$ cat config.mk
export PLATFORM = sky130hd
export DESIGN_NAME = seq_divider
export DESIGN_NICKNAME = d
export VERILOG_FILES = /design/src/rtl/div_pkg.sv /design/src/rtl/div_step.sv /design/src/rtl/div_fixup.sv /design/src/rtl/seq_divider.sv
export SDC_FILE = /design/constraint.sdc
export NUM_CORES = 1
export LEC_CHECK = 0
export BUFFER_PORTS_ARGS = -buffer_cell sky130_fd_sc_hd__buf_2
export CAP_MARGIN = 10
export CORE_MARGIN = 3
export CORE_UTILIZATION = 53
export DETAILED_ROUTE_END_ITERATION = 8
export PLACE_DENSITY = 0.85
export SETUP_SLACK_MARGIN = 0.3
export SLEW_MARGIN = 10
export SYNTH_ARGS = -nofsm -noshare
export SYNTH_HDL_FRONTEND = slang
export SYNTH_SLANG_ARGS = --single-unit
$ cat constraint.sdc
create_clock -name clk -period 3.7 [get_ports clk]
set_clock_uncertainty 0.2 [all_clocks]
set_input_delay 0.37 -clock clk [delete_from_list [all_inputs] [get_ports clk]]
set_output_delay 0.37 -clock clk [all_outputs]
set_load 0.05 [all_outputs]
$ cat src/rtl/div_pkg.sv
package div_pkg;
    typedef enum logic {
        ST_IDLE = 1'b0,
        ST_RUN  = 1'b1
    } div_state_e;
endpackage

$ cat src/rtl/div_step.sv
// One shift-and-trial step of the divider, purely combinational.
module div_step #(
    parameter int WIDTH = 8,
    parameter int CW    = 4
) (
    input  logic [WIDTH:0]   a_i,      // partial remainder, one guard bit
    input  logic [WIDTH-1:0] q_i,      // unconsumed dividend / quotient bits
    input  logic [WIDTH:0]   m_i,      // divisor, extended per mode
    input  logic             signed_i,
    input  logic [CW-1:0]    left_i,   // steps remaining, this one included
    output logic [WIDTH:0]   a_o,
    output logic [WIDTH-1:0] q_o
);
    localparam int EW = WIDTH + 2;

    logic [WIDTH:0]   a_sh;
    logic [WIDTH-1:0] q_sh;
    logic [EW-1:0]    a_ext;
    logic [EW-1:0]    m_ext;
    logic [EW-1:0]    trial;
    logic [WIDTH:0]   tail;
    logic             use_add;
    logic             rest_zero;
    logic             ok;
    int               shamt;

    always_comb begin
        a_sh    = {a_i[WIDTH-1:0], q_i[WIDTH-1]};
        q_sh    = {q_i[WIDTH-2:0], 1'b0};
        a_ext   = {signed_i & a_sh[WIDTH], a_sh};
        m_ext   = {signed_i & m_i[WIDTH], m_i};
        use_add = signed_i && (a_ext[EW-1] != m_ext[EW-1]);
        trial   = use_add ? (a_ext + m_ext) : (a_ext - m_ext);
        // dividend bits not yet shifted into the remainder
        shamt     = WIDTH + 1 - int'(left_i);
        tail      = {1'b0, q_sh} >> shamt;
        rest_zero = (tail == '0);
        // keep the trial when the sign holds, or when it lands exactly on
        // zero with nothing left below it
        ok  = (trial[EW-1] == a_ext[EW-1]) || ((trial == '0) && rest_zero);
        a_o = ok ? trial[WIDTH:0] : a_sh;
        q_o = {q_sh[WIDTH-1:1], ok};
    end
endmodule

$ cat src/rtl/div_fixup.sv
// Final sign correction of the quotient and narrowing of the remainder.
module div_fixup #(
    parameter int WIDTH = 8
) (
    input  logic [WIDTH-1:0] q_i,
    input  logic [WIDTH:0]   a_i,
    input  logic             neg_i,
    output logic [WIDTH-1:0] quo_o,
    output logic [WIDTH-1:0] rem_o
);
    always_comb begin
        quo_o = neg_i ? (~q_i + 1'b1) : q_i;
        rem_o = a_i[WIDTH-1:0];
    end
endmodule

$ cat src/rtl/seq_divider.sv
module seq_divider #(
    parameter int WIDTH = 8
) (
    input  logic             clk,
    input  logic             rst_n,
    input  logic             start,
    input  logic             is_signed,
    input  logic [WIDTH-1:0] dividend,
    input  logic [WIDTH-1:0] divisor,
    output logic             busy,
    output logic             done,
    output logic [WIDTH-1:0] quotient,
    output logic [WIDTH-1:0] remainder,
    output logic             div_zero
);
    import div_pkg::*;

    localparam int CW = $clog2(WIDTH + 1);
    localparam logic [CW-1:0] STEPS = CW'(WIDTH);

    typedef struct packed {
        div_state_e       state;
        logic [CW-1:0]    cnt;
        logic [WIDTH:0]   a;
        logic [WIDTH-1:0] q;
        logic [WIDTH:0]   m;
        logic             sgn;
        logic             neg;
        logic [WIDTH-1:0] quo;
        logic [WIDTH-1:0] rem;
        logic             dz;
        logic             done;
    } div_regs_t;

    div_regs_t r_q, r_d;

    logic [WIDTH:0]   step_a;
    logic [WIDTH-1:0] step_q;
    logic [WIDTH-1:0] fix_quo;
    logic [WIDTH-1:0] fix_rem;

    div_step #(.WIDTH(WIDTH), .CW(CW)) u_step (
        .a_i      (r_q.a),
        .q_i      (r_q.q),
        .m_i      (r_q.m),
        .signed_i (r_q.sgn),
        .left_i   (r_q.cnt),
        .a_o      (step_a),
        .q_o      (step_q)
    );

    div_fixup #(.WIDTH(WIDTH)) u_fix (
        .q_i   (step_q),
        .a_i   (step_a),
        .neg_i (r_q.neg),
        .quo_o (fix_quo),
        .rem_o (fix_rem)
    );

    always_comb begin
        r_d      = r_q;
        r_d.done = 1'b0;
        unique case (r_q.state)
            ST_IDLE: begin
                if (start) begin
                    if (divisor == '0) begin
                        r_d.dz   = 1'b1;
                        r_d.done = 1'b1;
                        r_d.quo  = '1;
                        r_d.rem  = dividend;
                    end else begin
                        r_d.state = ST_RUN;
                        r_d.cnt   = STEPS;
                        r_d.dz    = 1'b0;
                        r_d.sgn   = is_signed;
                        r_d.q     = dividend;
                        r_d.a     = {(WIDTH+1){is_signed & dividend[WIDTH-1]}};
                        r_d.m     = {is_signed & divisor[WIDTH-1], divisor};
                        r_d.neg   = is_signed & (dividend[WIDTH-1] ^ divisor[WIDTH-1]);
                    end
                end
            end
            ST_RUN: begin
                r_d.a   = step_a;
                r_d.q   = step_q;
                r_d.cnt = r_q.cnt - 1'b1;
                if (r_q.cnt == CW'(1)) begin
                    r_d.state = ST_IDLE;
                    r_d.done  = 1'b1;
                    r_d.quo   = fix_quo;
                    r_d.rem   = fix_rem;
                end
            end
            default: r_d.state = ST_IDLE;
        endcase
    end

    always_ff @(posedge clk or negedge rst_n) begin
        if (!rst_n) begin
            r_q <= '0;
        end else begin
            r_q <= r_d;
        end
    end

    assign busy      = (r_q.state == ST_RUN);
    assign done      = r_q.done;
    assign quotient  = r_q.quo;
    assign remainder = r_q.rem;
    assign div_zero  = r_q.dz;
endmodule

==> impl_metrics.json, run 1 <==
{
  "grt.overflow.total": 0,
  "clock_latency_ns": 0.32,
  "synthArstFlopShare": 1.00,
  "routed_wirelength_mm": 9.04,
  "violations": "negative setup slack",
  "drive_above_1_share": 0.329,
  "avgSynthCellArea_um2": 8.87,
  "drt_first_iter_violations": 327,
  "outcome": "complete, but fails checks",
  "antenna_found_initial": 0,
  "yosys.area.top_type": "dfrtp_1",
  "holdBufCountCts": 0,
  "cts-root-buf": "clkbuf_8",
  "rsz0062_at_grt": "yes",
  "timing.final.crit_period_ns": 3.81,
  "cts_made_buffers": 5,
  "dp_cells": 473,
  "ys_top_cells_by_count": "60 x nand2_1, 50 x dfrtp_1, 30 x o21ai_0",
  "vias": 3111,
  "antenna_left": 0,
  "whs_ns": 0.0459,
  "yosys_most_used_dff": "dfrtp_1",
  "clkSinkCount": 50,
  "nets": 463,
  "die_area_um2": 7300,
  "grt_pass1_vias": 3033,
  "r2r_cells": 18,
  "diodes": 0,
  "rr_startpoint": "r_q[44]",
  "worstPathRequired_ns": 3.72,
  "post-route-period-util": 1.03,
  "tritoncts": "built",
  "r2r_slack_ns": -0.11,
  "drcViolationCount": 0,
  "fmax_ghz": 0.263,
  "dp_hpwl_mm": 5.89,
  "synth_cell_types": 56,
  "final_max_slew_viol_count": 0,
  "critical_path_class": "reg -> reg",
  "synthCells": 377,
  "die_h_um": 85.4,
  "design.core.area_um2": 6030,
  "worst_pin_slew_ns": 1.10,
  "area_growth_pct": 22.9,
  "cap_violations": 0,
  "grt_usage": 0.254,
  "yosysWarningCount": 0,
  "h-tree-depth": 2,
  "start_kind": "register",
  "gp_congestion": 0.956,
  "r2r_end": "quotient[6]",
  "synth_top_area_frac": 0.374,
  "synth_area_leaders": "dfrtp_1 37%, nand2_1 6.7%, ha_1 5.2%",
  "synth_most_common_cell": "nand2_1",
  "netlist_area_um2": 3340,
  "cp.arrival_ns": 3.83,
  "routed_via_density": 6.17,
  "num_rows": 28,
  "synth-edff-count": 0,
  "routedWlPerCell_um": 17.9,
  "instances_no_fill": 504,
  "grt_pass1_wl_mm": 14.7,
  "setup_ws_ns": -0.108,
  "finalHoldViolCount": 0,
  "clock_path_buffers": 2,
  "yosysSeqAreaShare": 0.374,
  "synth_fp_nets": 412,
  "port-buffer-count": 38,
  "start_util": 0.555,
  "drt-pass1-iter-count": 5,
  "hold_class": "in -> async",
  "crit_path_end_kind": "register",
  "die_x_um": 85.4,
  "grt_max_degree": 51,
  "cts.clk_slew.worst_paths_ns": 0.10,
  "relSlewSlack": 0.268,
  "crit_path_max_fanout": 6,
  "setup_viol": 8,
  "tns_ns": -0.421,
  "ys_ff_latch": 50,
  "io_pins": 39
}
==> worst max-delay path, cell delays in order (launching register included) <==
cell and delay (ns):
dfrtp_1 0.40, xor2_1 0.16, and2_4 0.19, nor2_2 0.13
xor2_1 0.21, ha_1 0.29, nor2b_4 0.15, o211ai_1 0.32
a21boi_1 0.12, o211ai_1 0.29, nand2_2 0.14, o31ai_4 0.30
inv_4 0.07, ha_4 0.16, nand2b_1 0.07, o21ai_1 0.07
xor2_1 0.19, a211oi_2 0.09, a21o_1 0.17
==> cell usage in the layout (no fill, tap or decap), types with 6 or more instances in the layout <==
master and n:
a21oi_2 8, xor2_1 9, xnor2_1 7, nand2_1 58, a21oi_1 12, o21ai_0 28
nor2_1 23, mux2i_1 8, ha_1 8, buf_2 38, nor3_1 6, a21o_1 8
and3_1 7, buf_4 34, clkbuf_8 6, dfrtp_1 48, inv_1 14
==> routing by layer <==
metal / routed length, um / up-vias / track usage
met5: 0 / - / 0
met4: 266 / 0 / 0.0921
met3: 708 / 32 / 0.0476
met2: 4200 / 180 / 0.411
met1: 3870 / 1483 / 0.338
li1: - / 1416 / -
==> registers in the layout (all words and copies together) (netlist names) <==
name,cells
r_q,31
quotient,8
remainder,8
busy,1
div_zero,1
done,1
==> layout make-up <==
cell class	instances	area (um^2)
multi-input cells	279	2080
fillers	452	1920
flip-flops and latches	50	1250
repair buffers	77	502
well taps	75	93.8
clock buffers	6	82.6
inverters	15	58.8
clock inverters	2	38.8
==> timing repair <==
item / 4_1_cts / 5_1_grt
gates resized for setup: 22 / 26
setup endpoints to repair: 23 / 25
pin swaps: 34 / 21
buffers inserted: 17 / 6
==> cells by family (layout without fill, tap and decap cells) <==
logic type | after synthesis | count (layout) | synth area share
AO/OA/AOI/OAI | 93 | 93 | 0.192
buffers and inverters | 48 | 100 | 0.0741
AND/OR/NAND/NOR | 138 | 138 | 0.203
multiplexers | 13 | 13 | 0.0400
flip-flops | 50 | 50 | 0.374
adder cells (fa/ha/maj) | 15 | 15 | 0.0584
XOR/XNOR | 20 | 20 | 0.0580
==> worst max path at each step <==
stage	start	cells after the start	end	slack, ns
6_report	r_q[44]	18	quotient[6]	-0.11
5_1_grt	r_q[44]	18	quotient[6]	-0.22
4_1_cts	r_q[44]	19	quotient[6]	-0.007
3_5_place_dp	r_q[28]	19	quotient[6]	-0.18
3_3_place_gp	r_q[28]	17	quotient[6]	0.05
2_1_floorplan	r_q[44]	19	quotient[6]	-0.08
==> stage by stage <==
step            util  setup slack, ns  cell area, um^2
2_1_floorplan      -          -0.0767             3400
3_3_place_gp   0.597           0.0491             3600
3_5_place_dp   0.597           -0.176             3600
4_1_cts        0.657         -0.00682             3960
5_1_grt        0.682           -0.216             4110
6_report       0.682           -0.108             4110
Power of run 1 is left out: the tool's default activity adds up to more than one toggle a clock period on the data nets, which glitch-free logic cannot reach.
==> inputs of run 2 (changes only) <==
- REMOVE_ABC_BUFFERS: default -> 1
==> run 2 against run 1 <==
Net effect: the flow finishes with violations (design-rule violations, negative setup slack); cell count is 0.20% lower; via count is 3.5% higher; count of clock-buffer cells in the layout is 1 higher; die area stayed put; sequential share of layout area is 0.26 points higher; largest cell class unchanged.
==> impl_metrics.json, run 2 (synthesis results as in run 1) <==
{
  "routedWlPerCell_um": 19.0,
  "r2r_slack_ns": -0.15,
  "die_x_um": 85.4,
  "crit_chain": "xor2_1 -> and2_4 -> mux2_4 -> ha_4 -> a21o_1 -> nand4_1 -> and4_1 -> a211oi_2 -> nand2_2 -> o31ai_4 -> inv_2 -> ha_4 -> nand2b_1 -> o21ai_1 -> xor2_1 -> a211oi_1 -> a21o_1",
  "area_growth_pct": 21.7,
  "cp.arrival_ns": 3.91,
  "r2r_cells": 17,
  "drcViolationCount": 1,
  "crit_buf_inv": 1,
  "routed_via_density": 6.40,
  "final_cell_area_um2": 4070,
  "nets": 462,
  "layout_common_cells": "58 x nand2_1, 49 x dfrtp_1, 37 x buf_2",
  "post-route-period-util": 1.04,
  "fmax_ghz": 0.260,
  "cts.clk_slew.worst_paths_ns": 0.10,
  "crit_path_end_kind": "register",
  "port-buffer-count": 38,
  "die_area_um2": 7300,
  "h-tree-depth": 2,
  "hold_class": "in -> reg",
  "routed_wirelength_mm": 9.54,
  "grt_pass1_vias": 3046,
  "max_stage_delay_ns": 0.41,
  "cts-root-buf": "clkbuf_8",
  "worst_pin_slew_ns": 0.770,
  "setup_viol": 13,
  "top_register": "r_q",
  "critPathSlowestCell": "dfrtp_1",
  "postLayoutCoreUtil": 0.675,
  "diodes": 0,
  "design.core.area_um2": 6030,
  "io_pins": 39,
  "start_util": 0.555,
  "drt-pass1-iter-count": 9,
  "setup_ws_ns": -0.151,
  "drt_first_iter_violations": 465,
  "cts_made_buffers": 5,
  "largest_reg_flops": 31,
  "timing.final.crit_period_ns": 3.85,
  "grt_usage": 0.254,
  "violations": "design-rule violations, negative setup slack",
  "grt_max_degree": 51,
  "crit_family": "compound AO/OA/AOI/OAI gates",
  "rr_startpoint": "r_q[28]",
  "cap_violations": 0,
  "die_h_um": 85.4,
  "final_common_cell": "nand2_1",
  "critical_path_class": "reg -> reg",
  "worstPathRequired_ns": 3.76,
  "grt.overflow.total": 0,
  "tritoncts": "built",
  "drive_above_1_share": 0.308,
  "num_rows": 28,
  "final_max_slew_viol_count": 0,
  "dp_hpwl_mm": 5.86,
  "fillers": 447,
  "whs_endpoint": "r_q[23]",
  "start_kind": "register",
  "relSlewSlack": 0.487,
  "clock_latency_ns": 0.31,
  "grt_pass1_wl_mm": 14.9,
  "antenna_left": 0,
  "gp_congestion": 0.915,
  "rsz0062_at_grt": "yes",
  "r2r_end": "quotient[6]",
  "clock_path_buffers": 2,
  "dp_cells": 478,
  "antenna_found_initial": 0,
  "worst_hold_path.num_cells": 3,
  "placed_area_um2": 3590,
  "finalHoldViolCount": 0,
  "tns_ns": -0.842,
  "outcome": "complete, but fails checks",
  "crit_path_max_fanout": 7,
  "vias": 3220,
  "clkSinkCount": 50,
  "min_from": "divisor[3]",
  "instances_no_fill": 503
}
[run 2: cell types whose count changed in the layout (fill, tap and decap cells not counted), sizes merged]
cell,before,now
dlygate4sd3,0,1
buf,77,75
clkbuf,6,7
bufinv,1,0
[run 2: worst max-delay path by stage]
stage                        endpoint  startpoint  slack, ns  depth (start not counted)
after detailed placement  quotient[6]     r_q[44]      -0.18                         18
after floorplan           quotient[6]     r_q[44]      -0.40                         18
final                     quotient[6]     r_q[28]      -0.15                         17
after global routing      quotient[6]     r_q[28]      -0.29                         17
after global placement    quotient[6]     r_q[44]      -0.03                         18
after CTS                 quotient[6]     r_q[28]      0.002                         18
[run 2: area by class of cell]
class,instances,area (um^2),share of cell area
Clock buffer,7,86.3,0.0212
Clock inverter,1,8.76,0.00215
Inverter,15,56.3,0.0138
Multi-Input combinational cell,279,2050,0.504
Sequential cell,50,1250,0.308
Tap cell,75,93.8,0.0231
Timing Repair Buffer,76,519,0.128
[run 2: metrics by stage]
stage | setup WS (ns) | hold WS, ns
floorplan | -0.404 | -0.126
CTS | 0.00199 | 0.0562
detailed placement | -0.184 | 0.261
finish | -0.151 | 0.0587
global route | -0.292 | 0.0774
global placement | -0.0339 | 0.258
[run 2: tightest hold or removal path, stage by stage]
cell,delay [ns]
buf_2,0.09
nand2_1,0.04
nand2_1,0.04
[run 2: routing by layer]
metal  vias up  wire, um  global-route usage
met5         -         0                   0
met4         0       284              0.0935
met3        39       829              0.0427
met2       215      4550               0.409
met1      1547      3880               0.346
li1       1419         -                   -
[run 2: timing repair]
action / 4_1_cts / 5_1_grt
buffers inserted: 10 / 6
endpoints found under the setup margin: 23 / 25
pin swaps: 27 / 9
gates resized for setup: 33 / 24
hold buffers: 0 / 1
endpoints found under the hold margin: 0 / 50
Power of run 2 is left out for the same reason.
